## config.mk

```make
export PLATFORM = sky130hd
export DESIGN_NAME = flash_irq_ctrl
export DESIGN_NICKNAME = d
export VERILOG_FILES = /design/src/rtl/flash_irq_pkg.sv /design/src/rtl/irq_reg_decode.sv /design/src/rtl/irq_status_reg.sv /design/src/rtl/irq_enable_mask.sv /design/src/rtl/flash_irq_ctrl.sv
export SDC_FILE = /design/constraint.sdc
export NUM_CORES = 1
export LEC_CHECK = 0
export ABC_AREA = 1
export BUFFER_PORTS_ARGS = -buffer_cell sky130_fd_sc_hd__buf_2
export CAP_MARGIN = 20
export CORE_MARGIN = 8
export CORE_UTILIZATION = 40
export DETAILED_ROUTE_END_ITERATION = 8
export PLACE_DENSITY = 0.85
export SYNTH_ARGS = -nofsm -noshare
export SYNTH_HDL_FRONTEND = slang
export SYNTH_SLANG_ARGS = --single-unit
```

## constraint.sdc

```tcl
create_clock -name clk -period 2.6 [get_ports clk]
set_input_delay 0.39 -clock clk [delete_from_list [all_inputs] [get_ports clk]]
set_output_delay 0.39 -clock clk [all_outputs]
set_load 0.1 [all_outputs]
```

## src/rtl/flash_irq_pkg.sv

```systemverilog
package flash_irq_pkg;
  localparam int SRC_W = 7;
  localparam logic [SRC_W-1:0] STICKY_BITS = 7'b100_0001;
  localparam logic [SRC_W-1:0] LIVE_BITS   = 7'b011_1100;
  localparam logic [SRC_W-1:0] IMPL_BITS   = STICKY_BITS | LIVE_BITS;
  localparam int OFF_STATUS = 'h04;
  localparam int OFF_EN_SET = 'h08;
  localparam int OFF_EN_CLR = 'h0C;
  localparam int OFF_MASK   = 'h10;
endpackage

```

## src/rtl/irq_reg_decode.sv

```systemverilog
module irq_reg_decode #(
  parameter int ADDR_W = 8,
  parameter int DATA_W = 32,
  parameter int SRC_W  = 7
) (
  input  logic              clk,
  input  logic              rst,
  input  logic              bus_sel,
  input  logic              bus_we,
  input  logic [ADDR_W-1:0] bus_addr,
  input  logic [DATA_W-1:0] bus_wdata,
  input  logic [SRC_W-1:0]  status_i,
  input  logic [SRC_W-1:0]  mask_i,
  output logic              wr_status_o,
  output logic              wr_set_o,
  output logic              wr_clr_o,
  output logic [SRC_W-1:0]  wbits_o,
  output logic [DATA_W-1:0] rdata_o
);
  import flash_irq_pkg::*;

  logic rd_req;
  logic unused_wdata_hi;

  assign unused_wdata_hi = ^bus_wdata[DATA_W-1:SRC_W];
  assign wbits_o     = bus_wdata[SRC_W-1:0];
  assign rd_req      = bus_sel && !bus_we;
  assign wr_status_o = bus_sel && bus_we && (bus_addr == ADDR_W'(OFF_STATUS));
  assign wr_set_o    = bus_sel && bus_we && (bus_addr == ADDR_W'(OFF_EN_SET));
  assign wr_clr_o    = bus_sel && bus_we && (bus_addr == ADDR_W'(OFF_EN_CLR));

  always_ff @(posedge clk) begin
    if (rst) begin
      rdata_o <= '0;
    end else if (rd_req) begin
      if (bus_addr == ADDR_W'(OFF_STATUS))
        rdata_o <= DATA_W'(status_i);
      else if (bus_addr == ADDR_W'(OFF_MASK))
        rdata_o <= DATA_W'(mask_i);
      else
        rdata_o <= '0;
    end
  end
endmodule

```

## src/rtl/irq_status_reg.sv

```systemverilog
module irq_status_reg #(
  parameter int               SRC_W  = 7,
  parameter logic [SRC_W-1:0] STICKY = '0,
  parameter logic [SRC_W-1:0] LIVE   = '0
) (
  input  logic             clk,
  input  logic             rst,
  input  logic [SRC_W-1:0] evt_i,
  input  logic             clr_en,
  input  logic [SRC_W-1:0] clr_bits,
  output logic [SRC_W-1:0] status_o,
  output logic [SRC_W-1:0] status_nxt_o
);
  for (genvar b = 0; b < SRC_W; b++) begin : g_bit
    if (STICKY[b]) begin : g_sticky
      // a new event outranks a simultaneous clear
      assign status_nxt_o[b] = evt_i[b] ? 1'b1 :
                               (clr_en && clr_bits[b]) ? 1'b0 : status_o[b];
    end else if (LIVE[b]) begin : g_live
      assign status_nxt_o[b] = evt_i[b];
    end else begin : g_none
      assign status_nxt_o[b] = 1'b0;
    end

    always_ff @(posedge clk) begin
      if (rst) status_o[b] <= 1'b0;
      else     status_o[b] <= status_nxt_o[b];
    end
  end
endmodule

```

## src/rtl/irq_enable_mask.sv

```systemverilog
module irq_enable_mask #(
  parameter int               SRC_W = 7,
  parameter logic [SRC_W-1:0] IMPL  = '1
) (
  input  logic             clk,
  input  logic             rst,
  input  logic             set_en,
  input  logic             clr_en,
  input  logic [SRC_W-1:0] bits_i,
  output logic [SRC_W-1:0] mask_o,
  output logic [SRC_W-1:0] mask_nxt_o
);
  always_comb begin
    mask_nxt_o = mask_o;
    if (set_en) mask_nxt_o = mask_nxt_o | (bits_i & IMPL);
    if (clr_en) mask_nxt_o = mask_nxt_o & ~bits_i;
  end

  always_ff @(posedge clk) begin
    if (rst) mask_o <= '0;
    else     mask_o <= mask_nxt_o;
  end
endmodule

```

## src/rtl/flash_irq_ctrl.sv

```systemverilog
module flash_irq_ctrl #(
  parameter int ADDR_W = 8,
  parameter int DATA_W = 32
) (
  input  logic                            clk,
  input  logic                            rst,
  input  logic                            bus_sel,
  input  logic                            bus_we,
  input  logic [ADDR_W-1:0]               bus_addr,
  input  logic [DATA_W-1:0]               bus_wdata,
  output logic [DATA_W-1:0]               bus_rdata,
  input  logic [flash_irq_pkg::SRC_W-1:0] evt_i,
  output logic                            irq_o
);
  import flash_irq_pkg::*;

  logic             wr_status, wr_set, wr_clr;
  logic [SRC_W-1:0] wbits;
  logic [SRC_W-1:0] status_q, status_nxt;
  logic [SRC_W-1:0] mask_q, mask_nxt;

  irq_reg_decode #(.ADDR_W(ADDR_W), .DATA_W(DATA_W), .SRC_W(SRC_W)) u_dec (
    .clk(clk), .rst(rst), .bus_sel(bus_sel), .bus_we(bus_we),
    .bus_addr(bus_addr), .bus_wdata(bus_wdata),
    .status_i(status_q), .mask_i(mask_q),
    .wr_status_o(wr_status), .wr_set_o(wr_set), .wr_clr_o(wr_clr),
    .wbits_o(wbits), .rdata_o(bus_rdata)
  );

  irq_status_reg #(.SRC_W(SRC_W), .STICKY(STICKY_BITS), .LIVE(LIVE_BITS)) u_stat (
    .clk(clk), .rst(rst), .evt_i(evt_i),
    .clr_en(wr_status), .clr_bits(wbits),
    .status_o(status_q), .status_nxt_o(status_nxt)
  );

  irq_enable_mask #(.SRC_W(SRC_W), .IMPL(IMPL_BITS)) u_mask (
    .clk(clk), .rst(rst), .set_en(wr_set), .clr_en(wr_clr),
    .bits_i(wbits), .mask_o(mask_q), .mask_nxt_o(mask_nxt)
  );

  always_ff @(posedge clk) begin
    if (rst) irq_o <= 1'b0;
    else     irq_o <= |(status_nxt & mask_nxt);
  end
endmodule

```

==> metrics.cfg, run 1 <==
[clock_network]
cts-hold-fix-buffers=0
cts_buffers=3
cts_buffer_depth=2
cts_tree=done
htreeDepth=1
postCtsSetupBuffers=0
cts.clk_slew.worst_paths_ns=0.11
clk_latency_ns=0.30
cts_root_buffer=clkbuf_4
ctsResizeCount=0
cts_sinks=21

[setup_path]
path_buf_inv=1
rr_startpoint=u_mask.mask_o[3]
cp_slowest_cell=buf_2
slowest_delay_ns=0.43
setup.worst_path.start_class=flop
startpoint=u_dec.rdata_o[0]
criticalPathCategory=reg2out
crit_family=buffers and inverters
cp_cell_sequence=buf_2
required_ns=2.21
worstPathArrival_ns=1.08
end_kind=output pin
worstPathMaxFanout=2

[routing]
routed_wl_mm=2.88
drt_first_pass_iters=4
vias=1093
wl_per_cell_um=12.2
postRouteAntennaNets=0
drc_errors=0
drt_iter0_drc=41
vias_per_cell=4.63

[power_and_ir_drop]
p_leak_nw=0.667
pwr-share-clk_pct=20.4
powerDensity_nw_per_um2=573
p_int_uw=419
switching_share_pct=44.2
power_switching_uw=332
pwr-share-seq_pct=44.8
comb_power_share_pct=34.7
ir_worst_vdd_uv=389

[sta]
min_period_ns=1.47
max_slew_margin_pct=66.5
max_freq_ghz=0.680
fin_skew_ns=0.000715
finalMaxSlewViolations=0
worstMarginPinSlew_ns=0.500
period_share_pct=56.6
totalNegativeSetupSlack_ns=0
final-setup-viol-count=0
grt_setup_unrepaired=false
whs_ns=0.292
hold_viol=0

[floorplan]
rows=19
start_util_pct=42.7
ios=84
coreArea_um2=2780
fp.dieW_um=70.5
dieArea_um2=4970
die_h_um=70.5

[cells_and_area]
multiInputGateArea_um2=577
final_cell_mix=buf_2, nand2_1, conb_1, inv_1
area_growth_syn_to_layout_pct=10.4
diodes=0
drive_gt1_share_pct=23.9
final_nets=257
design_area_um2=1310
final_common_cell=buf_2
fill_cells=296
regArea_um2=420

[logic_synthesis]
yosysWarningCount=0
ys_seq_elements=21
netlist_area_um2=1190
synth.distinct_cells=18
ys_seq_area_share_pct=35.4
synth_cells=171
syn_area_per_cell_um2=6.95

[placed_design]
dp_hpwl_mm=2.27
placed_cell_area_um2=1290
io_buffers=32
gp_congestion=0.752

[hold_path]
hold_path_class=in2reg
hold_start=evt_i[3]

[global_route]
antenna_found_initial=0
grt_busiest_layer=met2
track_usage_pct=11.5
grt_use_met3_pct=5.93
first_global_vias=1116
grt_max_degree=16
grtUsageMet1_pct=12.9
grt_first_pass_wirelength_mm=4.84
grt_overflow=0
grt_use_met2_pct=18.6

[job]
maxCapViolations=0

[outcome]
status=finished clean

layer usage:
metal / share of wire [%] / up-vias
met3: 11 / 2
met4: 0.62 / 0
met2: 48 / 53
met1: 40 / 483
met5: 0 / -
li1: - / 555
worst paths after layout:
kind	end	slack, ns	cells past startpoint
setup reg to reg	irq_o	1.67	6
hold / removal	u_stat.status_o[3]	0.29	3
hold reg to reg	u_mask.mask_o[1]	0.47	2
setup / recovery	bus_rdata[0]	1.13	1
logic make-up after synthesis:
kind of cell	Yosys count	share of synthesized area (%)
compound gates	25	11.9
buf+inv	50	23.7
flops	21	35.4
other cells	1	0.315
simple gates	74	28.7
registers in the layout, indices dropped and copies added, names as in the netlist:
register / flops
irq_o: 1
u_dec.rdata_o: 7
u_mask.mask_o: 7
u_stat.status_o: 6
power by group through the flow:
| stage | Combinational, mW | Sequential (mW) | Clock [mW] |
|---|---|---|---|
| after floorplan | 0.215 | 0.381 | 0 |
| after global placement | 0.258 | 0.344 | 0 |
| after detailed placement | 0.259 | 0.344 | 0 |
| after CTS | 0.259 | 0.337 | 0.161 |
| after global routing | 0.272 | 0.339 | 0.172 |
| final | 0.261 | 0.337 | 0.153 |
layout make-up:
| cell class | instances | share of cell area (%) |
|---|---|---|
| Clock buffer | 4 | 2.00 |
| Inverter | 24 | 6.86 |
| Multi-Input combinational cell | 124 | 43.9 |
| Sequential cell | 21 | 32.0 |
| Tap cell | 31 | 2.96 |
| Timing Repair Buffer | 32 | 12.2 |
per-stage QoR:
stage                     cells  power [mW]  util (%)  setup WS [ns]
after global routing        236       0.784      47.2           1.06
after detailed placement    232       0.603      46.2          0.908
after floorplan             195       0.596         -           1.23
after global placement      232       0.601      46.2          0.908
final                       236       0.752      47.2           1.13
after CTS                   236       0.758      47.2           1.11
cells in the mapped netlist:
library cell,n,area (um2)
clkbuf_1,1,3.75
nor3_2,1,10.0
o21ai_0,6,30.0
nor2_4,2,22.5
a21oi_1,16,80.1
nand3_1,21,105
o21bai_2,2,22.5
inv_1,22,82.6
a21oi_2,1,8.76
nand2_2,2,12.5
nand2_1,29,109
nor2_1,14,52.6
dfxtp_1,21,420
inv_2,2,7.51
nor3_1,1,5.00
conb_1,1,3.75
nor2_2,4,25.0
buf_4,25,188
Power figures use the tool's default switching activity.
==> run 2, diff against run 1 <==
- CORE_UTILIZATION: 40 -> 36
- PLACE_DENSITY: 0.85 -> 0.82
- clock period: 2.6 -> 1.2 ns (I/O delays scaled with it)
==> run 2 against run 1 <==
  * Cell count is 12% higher
  * Critical path depth grew 9
  * Sequential power grew 120%
  * Sequential share of layout area decreased by 4.5 points
  * Worst setup slack got worse by 0.98 ns
  * First-iteration DRC count increased by 4.9%
  * Cell area is 19% higher
  * Die area grew 8.5%
  * Combinational power up 140%
  * Clock skew grew 0.0037 ns
  * Count of clock-buffer cells in the layout shrank 1
==> metrics.cfg, run 2 (synthesis results as in run 1) <==
[clock_network]
cts_root_buffer=clkbuf_4  ; unchanged
cts.clk_slew.worst_paths_ns=0.11  ; about the same
ctsResizeCount=0  ; unchanged
cts_buffers=3  ; unchanged
clk_latency_ns=0.30  ; about the same
postCtsSetupBuffers=0  ; unchanged
cts_tree=done  ; unchanged
cts_buffer_depth=2  ; unchanged
cts_sinks=21  ; unchanged
htreeDepth=1  ; unchanged
cts-hold-fix-buffers=0  ; unchanged

[sta]
fin_skew_ns=0.00439  ; was 0.000715 ns
period_share_pct=87.7
hold_viol=0  ; unchanged
whs_ns=0.0824  ; was 0.292 ns
grt_setup_unrepaired=false  ; unchanged
max_freq_ghz=0.950
final-setup-viol-count=0  ; unchanged
min_period_ns=1.05
finalMaxSlewViolations=0  ; unchanged

[hold_path]
hold_start=evt_i[4]  ; was evt_i[3]
hold_path_class=in2reg  ; unchanged

[setup_path]
criticalPathCategory=in2reg  ; was reg2out
end_kind=flop  ; was output pin
setup.worst_path.start_class=primary input  ; was flop
startpoint=bus_addr[7]  ; was u_dec.rdata_o[0]
rr_startpoint=u_mask.mask_o[0]  ; was u_mask.mask_o[3]
worstPathMaxFanout=5  ; was 2
required_ns=1.45  ; was 2.21 ns
worstPathArrival_ns=1.30  ; was 1.08 ns

[global_route]
grt_overflow=0  ; unchanged
track_usage_pct=10.7  ; was 11.5%
grt_first_pass_wirelength_mm=4.66  ; was 4.84 mm
grt_max_degree=15  ; was 16
first_global_vias=1160  ; was 1116
antenna_found_initial=0  ; unchanged

[power_and_ir_drop]
ir_worst_vdd_uv=618  ; was 389 uV
powerDensity_nw_per_um2=1090  ; was 573 nW/um2
p_leak_nw=0.765  ; was 0.667 nW
finalPower_mw=1.70  ; was 752 uW

[placed_design]
placed_cell_area_um2=1530  ; was 1290 um2
dp_hpwl_mm=2.41  ; was 2.27 mm
gp_congestion=0.826  ; was 0.752
io_buffers=32  ; unchanged

[outcome]
status=finished clean  ; unchanged

[job]
maxCapViolations=0  ; unchanged

[routing]
vias_per_cell=4.38  ; was 4.63
drt_iter0_drc=43  ; was 41
wl_per_cell_um=10.9  ; was 12.2 um
drt_first_pass_iters=5  ; was 4
routed_wl_mm=2.89  ; was 2.88 mm
drc_errors=0  ; unchanged
vias=1156  ; was 1093
postRouteAntennaNets=0  ; unchanged

[cells_and_area]
diodes=0  ; unchanged
reg_top3=u_dec.rdata_o (7), u_mask.mask_o (7), u_stat.status_o (6)  ; unchanged
area_growth_syn_to_layout_pct=31.2  ; was 10.4%
final_nets=270  ; was 257
design_area_um2=1560  ; was 1310 um2
final_cell_mix=nand2_1, conb_1, buf_2, inv_1, nand3_1  ; was buf_2, nand2_1, conb_1, inv_1
drive_gt1_share_pct=32.1  ; was 23.9%
post-route-util_pct=47.8  ; was 47.2%
final_common_cell=nand2_1  ; was buf_2

[floorplan]
start_util_pct=36.5  ; was 42.7%
dieArea_um2=5400  ; was 4970 um2
rows=21  ; was 19
die_h_um=73.5  ; was 70.5 um
coreArea_um2=3260  ; was 2780 um2
ios=84  ; unchanged
fp.dieW_um=73.5  ; was 70.5 um

## run 2: cell types whose count changed in the layout (fill, tap and decap cells not counted)
cell | before | now
buf_2 | 32 | 24
dfxtp_1 | 21 | 14
clkinv_2 | 0 | 1
clkbuf_1 | 1 | 0
buf_12 | 0 | 8
buf_4 | 0 | 13
dfxtp_2 | 0 | 7
## run 2: path summary, 6_finish.rpt
check                                     endpoint  slack (ns)  depth (start not counted)
worst max register to register               irq_o        0.28                          6
worst min register to register    u_mask.mask_o[1]        0.47                          2
worst max-delay path                         irq_o        0.15                         10
worst min-delay path            u_stat.status_o[4]        0.08                          3
## run 2: metal layers
layer	vias to the layer above	wire, um	global-route usage, %
li1	584	-	-
met1	521	1060	11.1
met2	48	1510	20.2
met3	3	306	3.96
met4	0	12	1.55
met5	-	0	0
## run 2: metrics by stage
step	std cells	setup slack [ns]	TNS, ns
3_5_place_dp	260	-0.171	-0.528
6_report	264	0.147	0
4_1_cts	264	0.151	0
3_3_place_gp	260	-0.150	-0.330
2_1_floorplan	195	0.0443	0
5_1_grt	264	0.0434	0
## run 2: critical path, stage by stage
cell and delay, ns:
buf_2 0.10, nor2_2 0.15, nand2_2 0.11, nor2_4 0.19, nand3_1 0.09, a21oi_1 0.17
nand2_1 0.08, nand2_1 0.08, nor2_1 0.05, a21oi_2 0.10
## run 2: final cells by class
| class | count | area [um2] |
|---|---|---|
| well taps | 46 | 57.6 |
| fillers | 322 | 1700 |
| clock buffers | 3 | 22.5 |
| inverters | 24 | 90.1 |
| multi-input cells | 124 | 577 |
| repair buffers | 45 | 378 |
| clock inverters | 1 | 5.00 |
| flip-flops and latches | 21 | 429 |
## run 2: power by group
part           internal (mW)  leakage, nW  total (mW)  switching [mW]
clock                  0.124       0.0177       0.340           0.215
sequential             0.723        0.175       0.740          0.0171
combinational          0.108        0.572       0.618           0.510
total                  0.955        0.765        1.70           0.742
==> run 3, diff against run 2 <==
- ABC_AREA: 1 -> default
==> run 3 against run 2 <==
  * The run now ends with negative setup slack left
  * Area after synthesis down 2.9%
  * Sequential share of layout area down 0.84 points
  * Synthesized cell count down 30%
  * Global-route usage down 1.0 points
  * Routed wire length down 11%
  * Critical path type unchanged
  * Largest cell class unchanged
==> metrics.cfg, run 3 <==
[sta]
hold_viol=0  ; unchanged
max_freq_ghz=0.756  ; was 0.950 GHz
period_share_pct=110  ; was 87.7%
fin_skew_ns=0.00200  ; was 0.00439 ns
fin_ws_ns=-0.123  ; was 0.147 ns
grt_setup_unrepaired=true  ; was false
min_period_ns=1.32  ; was 1.05 ns
final-setup-viol-count=1  ; was 0
whs_ns=0.0724  ; was 0.0824 ns
finalMaxSlewViolations=0  ; unchanged

[routing]
drt_first_pass_iters=4  ; was 5
vias=919  ; was 1156
drc_errors=0  ; unchanged
routed_wl_mm=2.58  ; was 2.89 mm
drt_iter0_drc=28  ; was 43
wl_per_cell_um=12.3  ; was 10.9 um
vias_per_cell=4.38  ; about the same
postRouteAntennaNets=0  ; unchanged

[hold_path]
hold_start=bus_wdata[1]  ; was evt_i[4]
min_to=u_mask.mask_o[1]  ; was u_stat.status_o[4]
holdPathStages=2  ; was 3
hold_path_class=in2reg  ; unchanged

[clock_network]
cts.clk_slew.worst_paths_ns=0.11  ; about the same
htreeDepth=1  ; unchanged
clk_latency_ns=0.29  ; was 0.30 ns
cts_buffers=3  ; unchanged
cts_root_buffer=clkbuf_4  ; unchanged
cts_buffer_depth=2  ; unchanged
cts_tree=done  ; unchanged
cts_sinks=21  ; unchanged

[job]
maxCapViolations=0  ; unchanged

[setup_path]
worstPathMaxFanout=3  ; was 5
setup.worst_path.start_class=primary input  ; unchanged
rr_startpoint=u_mask.mask_o[6]  ; was u_mask.mask_o[0]
reg2regPathDepth=3  ; was 6
reg2reg_slack_ns=0.17  ; was 0.28 ns
r2r_end=irq_o  ; unchanged
worstPathArrival_ns=1.50  ; was 1.30 ns
criticalPathCategory=in2reg  ; unchanged
end_kind=flop  ; unchanged
required_ns=1.38  ; was 1.45 ns

[power_and_ir_drop]
switching_share_pct=42.7  ; was 43.7%
powerDensity_nw_per_um2=1070  ; was 1090 nW/um2
comb_power_share_pct=37.6  ; was 36.4%
power_switching_uw=732  ; was 742 uW
p_int_uw=981  ; was 955 uW
pwr-share-seq_pct=43.2  ; was 43.6%
p_leak_nw=0.710  ; was 0.765 nW
pwr-share-clk_pct=19.1  ; was 20.0%
ir_worst_vdd_uv=382  ; was 618 uV
finalPower_mw=1.71  ; was 1.70 mW

[cells_and_area]
layoutNonFillerInstCount=210  ; was 264
drive_gt1_share_pct=44.0  ; was 32.1%
fill_cells=289  ; was 322
final_nets=218  ; was 270
reg_top3=u_dec.rdata_o (7), u_mask.mask_o (7), u_stat.status_o (6)  ; unchanged
diodes=0  ; unchanged
area_growth_syn_to_layout_pct=39.4  ; was 31.2%
final_cell_mix=conb_1, buf_2, dfxtp_1, buf_4  ; was nand2_1, conb_1, buf_2, inv_1, nand3_1
final_common_cell=conb_1  ; was nand2_1

[logic_synthesis]
yosysWarningCount=0  ; unchanged
synth-edff-count=0  ; unchanged
synth_ff_type=dfxtp_1  ; unchanged
yosys.area.top_type=dfxtp_1  ; unchanged
yosys-top-cells-area=dfxtp_1, buf_4, nor4b_4  ; was dfxtp_1, buf_4, nand2_1
yosys.area.top_type_share_pct=36.4  ; was 35.4%
ys_seq_area_share_pct=36.4  ; was 35.4%
ys_seq_elements=21  ; unchanged
syn_area_per_cell_um2=9.69  ; was 6.95 um2
ys_top_cells_by_count=buf_4, dfxtp_1, nor2_1, nor2b_1  ; was nand2_1, buf_4, inv_1
netlist_area_um2=1150  ; was 1190 um2
synth_cells=119  ; was 171
synth.distinct_cells=30  ; was 18
synth.most_common_cell=buf_4  ; was nand2_1
ys_async_sr_fraction_pct=0  ; unchanged

[placed_design]
place_inst=202  ; was 260
dp_hpwl_mm=2.15  ; was 2.41 mm
io_buffers=32  ; unchanged
gp_congestion=0.795  ; was 0.826

[floorplan]
dieArea_um2=5270  ; was 5400 um2
die_h_um=72.6  ; was 73.5 um
ios=84  ; unchanged
coreArea_um2=3050  ; was 3260 um2
fp.dieW_um=72.6  ; was 73.5 um
start_util_pct=37.8  ; was 36.5%
rows=20  ; was 21

[outcome]
status=finished with violations  ; was finished clean
violations=negative setup slack

[global_route]
grt_first_pass_wirelength_mm=4.07  ; was 4.66 mm
antenna_found_initial=0  ; unchanged
first_global_vias=916  ; was 1160
grt_use_met2_pct=17.8  ; was 20.2%
grt_use_met3_pct=4.67  ; was 3.96%
grt_busiest_layer=met2  ; unchanged
track_usage_pct=9.72  ; was 10.7%
grt_max_degree=22  ; was 15
grt_overflow=0  ; unchanged
grtUsageMet1_pct=9.65  ; was 11.1%

## run 3: cell count changes after synthesis, sizes merged, moves of 6 or more
| cell | previous run | this run |
|---|---|---|
| nor2 | 20 | 10 |
| nand2 | 31 | 3 |
| o21ai | 6 | 0 |
| inv | 24 | 3 |
| a21oi | 17 | 2 |
| a211oi | 0 | 6 |
| nor2b | 0 | 10 |
| nand4 | 0 | 6 |
| a22oi | 0 | 7 |
| nand3 | 21 | 1 |
## run 3: final cells by class
| type | instances | area (um2) | share of cell area (%) |
|---|---|---|---|
| sequential | 21 | 429 | 26.7 |
| clock buffer | 3 | 22.5 | 1.40 |
| clock inverter | 1 | 5.00 | 0.311 |
| inverter | 3 | 11.3 | 0.700 |
| tap | 44 | 55.1 | 3.42 |
| multi-input combinational | 91 | 652 | 40.5 |
| timing repair buffer | 47 | 433 | 26.9 |
## run 3: worst max-delay path by stage
stage	end	slack, ns	from
3_3_place_gp	irq_o	-0.42	bus_addr[4]
4_1_cts	irq_o	-0.13	bus_addr[5]
6_report	irq_o	-0.12	bus_addr[4]
3_5_place_dp	irq_o	-0.53	bus_addr[5]
5_1_grt	irq_o	-0.16	bus_addr[4]
2_1_floorplan	irq_o	-0.22	bus_addr[6]
## run 3: metal layers
layer	part of all wire, %	vias to the layer above	wire (um)
met5	0	-	0
met2	54	24	1400
li1	-	474	-
met4	0.31	0	8
met1	37	419	949
met3	8.7	2	224
## run 3: what timing repair did
action / in CTS / in global routing
endpoints found under the setup margin: 6 / 12
pin swaps: 8 / 12
hold endpoints to repair: 0 / 0
hold buffers: 0 / 0
setup buffers: 3 / 1
gates resized for setup: 7 / 6
## run 3: power by group through the flow
stage	logic (mW)	registers [mW]	clock network, mW
after global placement	0.623	0.754	0
after detailed placement	0.626	0.756	0
after global routing	0.665	0.744	0.369
after floorplan	0.464	0.830	0
after CTS	0.638	0.740	0.338
final	0.645	0.740	0.328
## run 3: logic make-up (layout without fill, tap and decap cells)
family / count (synthesis) / in the layout / synth area share [%]
buf+inv: 31 / 54 / 18.2
other cells: 1 / 25 / 0.325
compound gates: 23 / 23 / 16.4
mux: 5 / 5 / 4.99
simple gates: 38 / 38 / 23.6
flops: 21 / 21 / 36.4
## run 3: per-stage QoR
step	util (%)	worst slack, ns	area [um2]	TNS [ns]
after global routing	52.7	-0.156	1610	-0.261
after global placement	49.1	-0.415	1500	-4.23
final	52.7	-0.123	1610	-0.123
after CTS	51.7	-0.133	1580	-0.133
after detailed placement	49.1	-0.527	1500	-5.01
after floorplan	-	-0.216	1270	-0.447
## run 3: worst max-delay path, stage by stage
cell and delay, ns:
buf_6 0.10, nor4b_4 0.30, buf_4 0.17, nand4_1 0.11
mux2_4 0.34, o2bb2a_4 0.20, a41oi_2 0.11
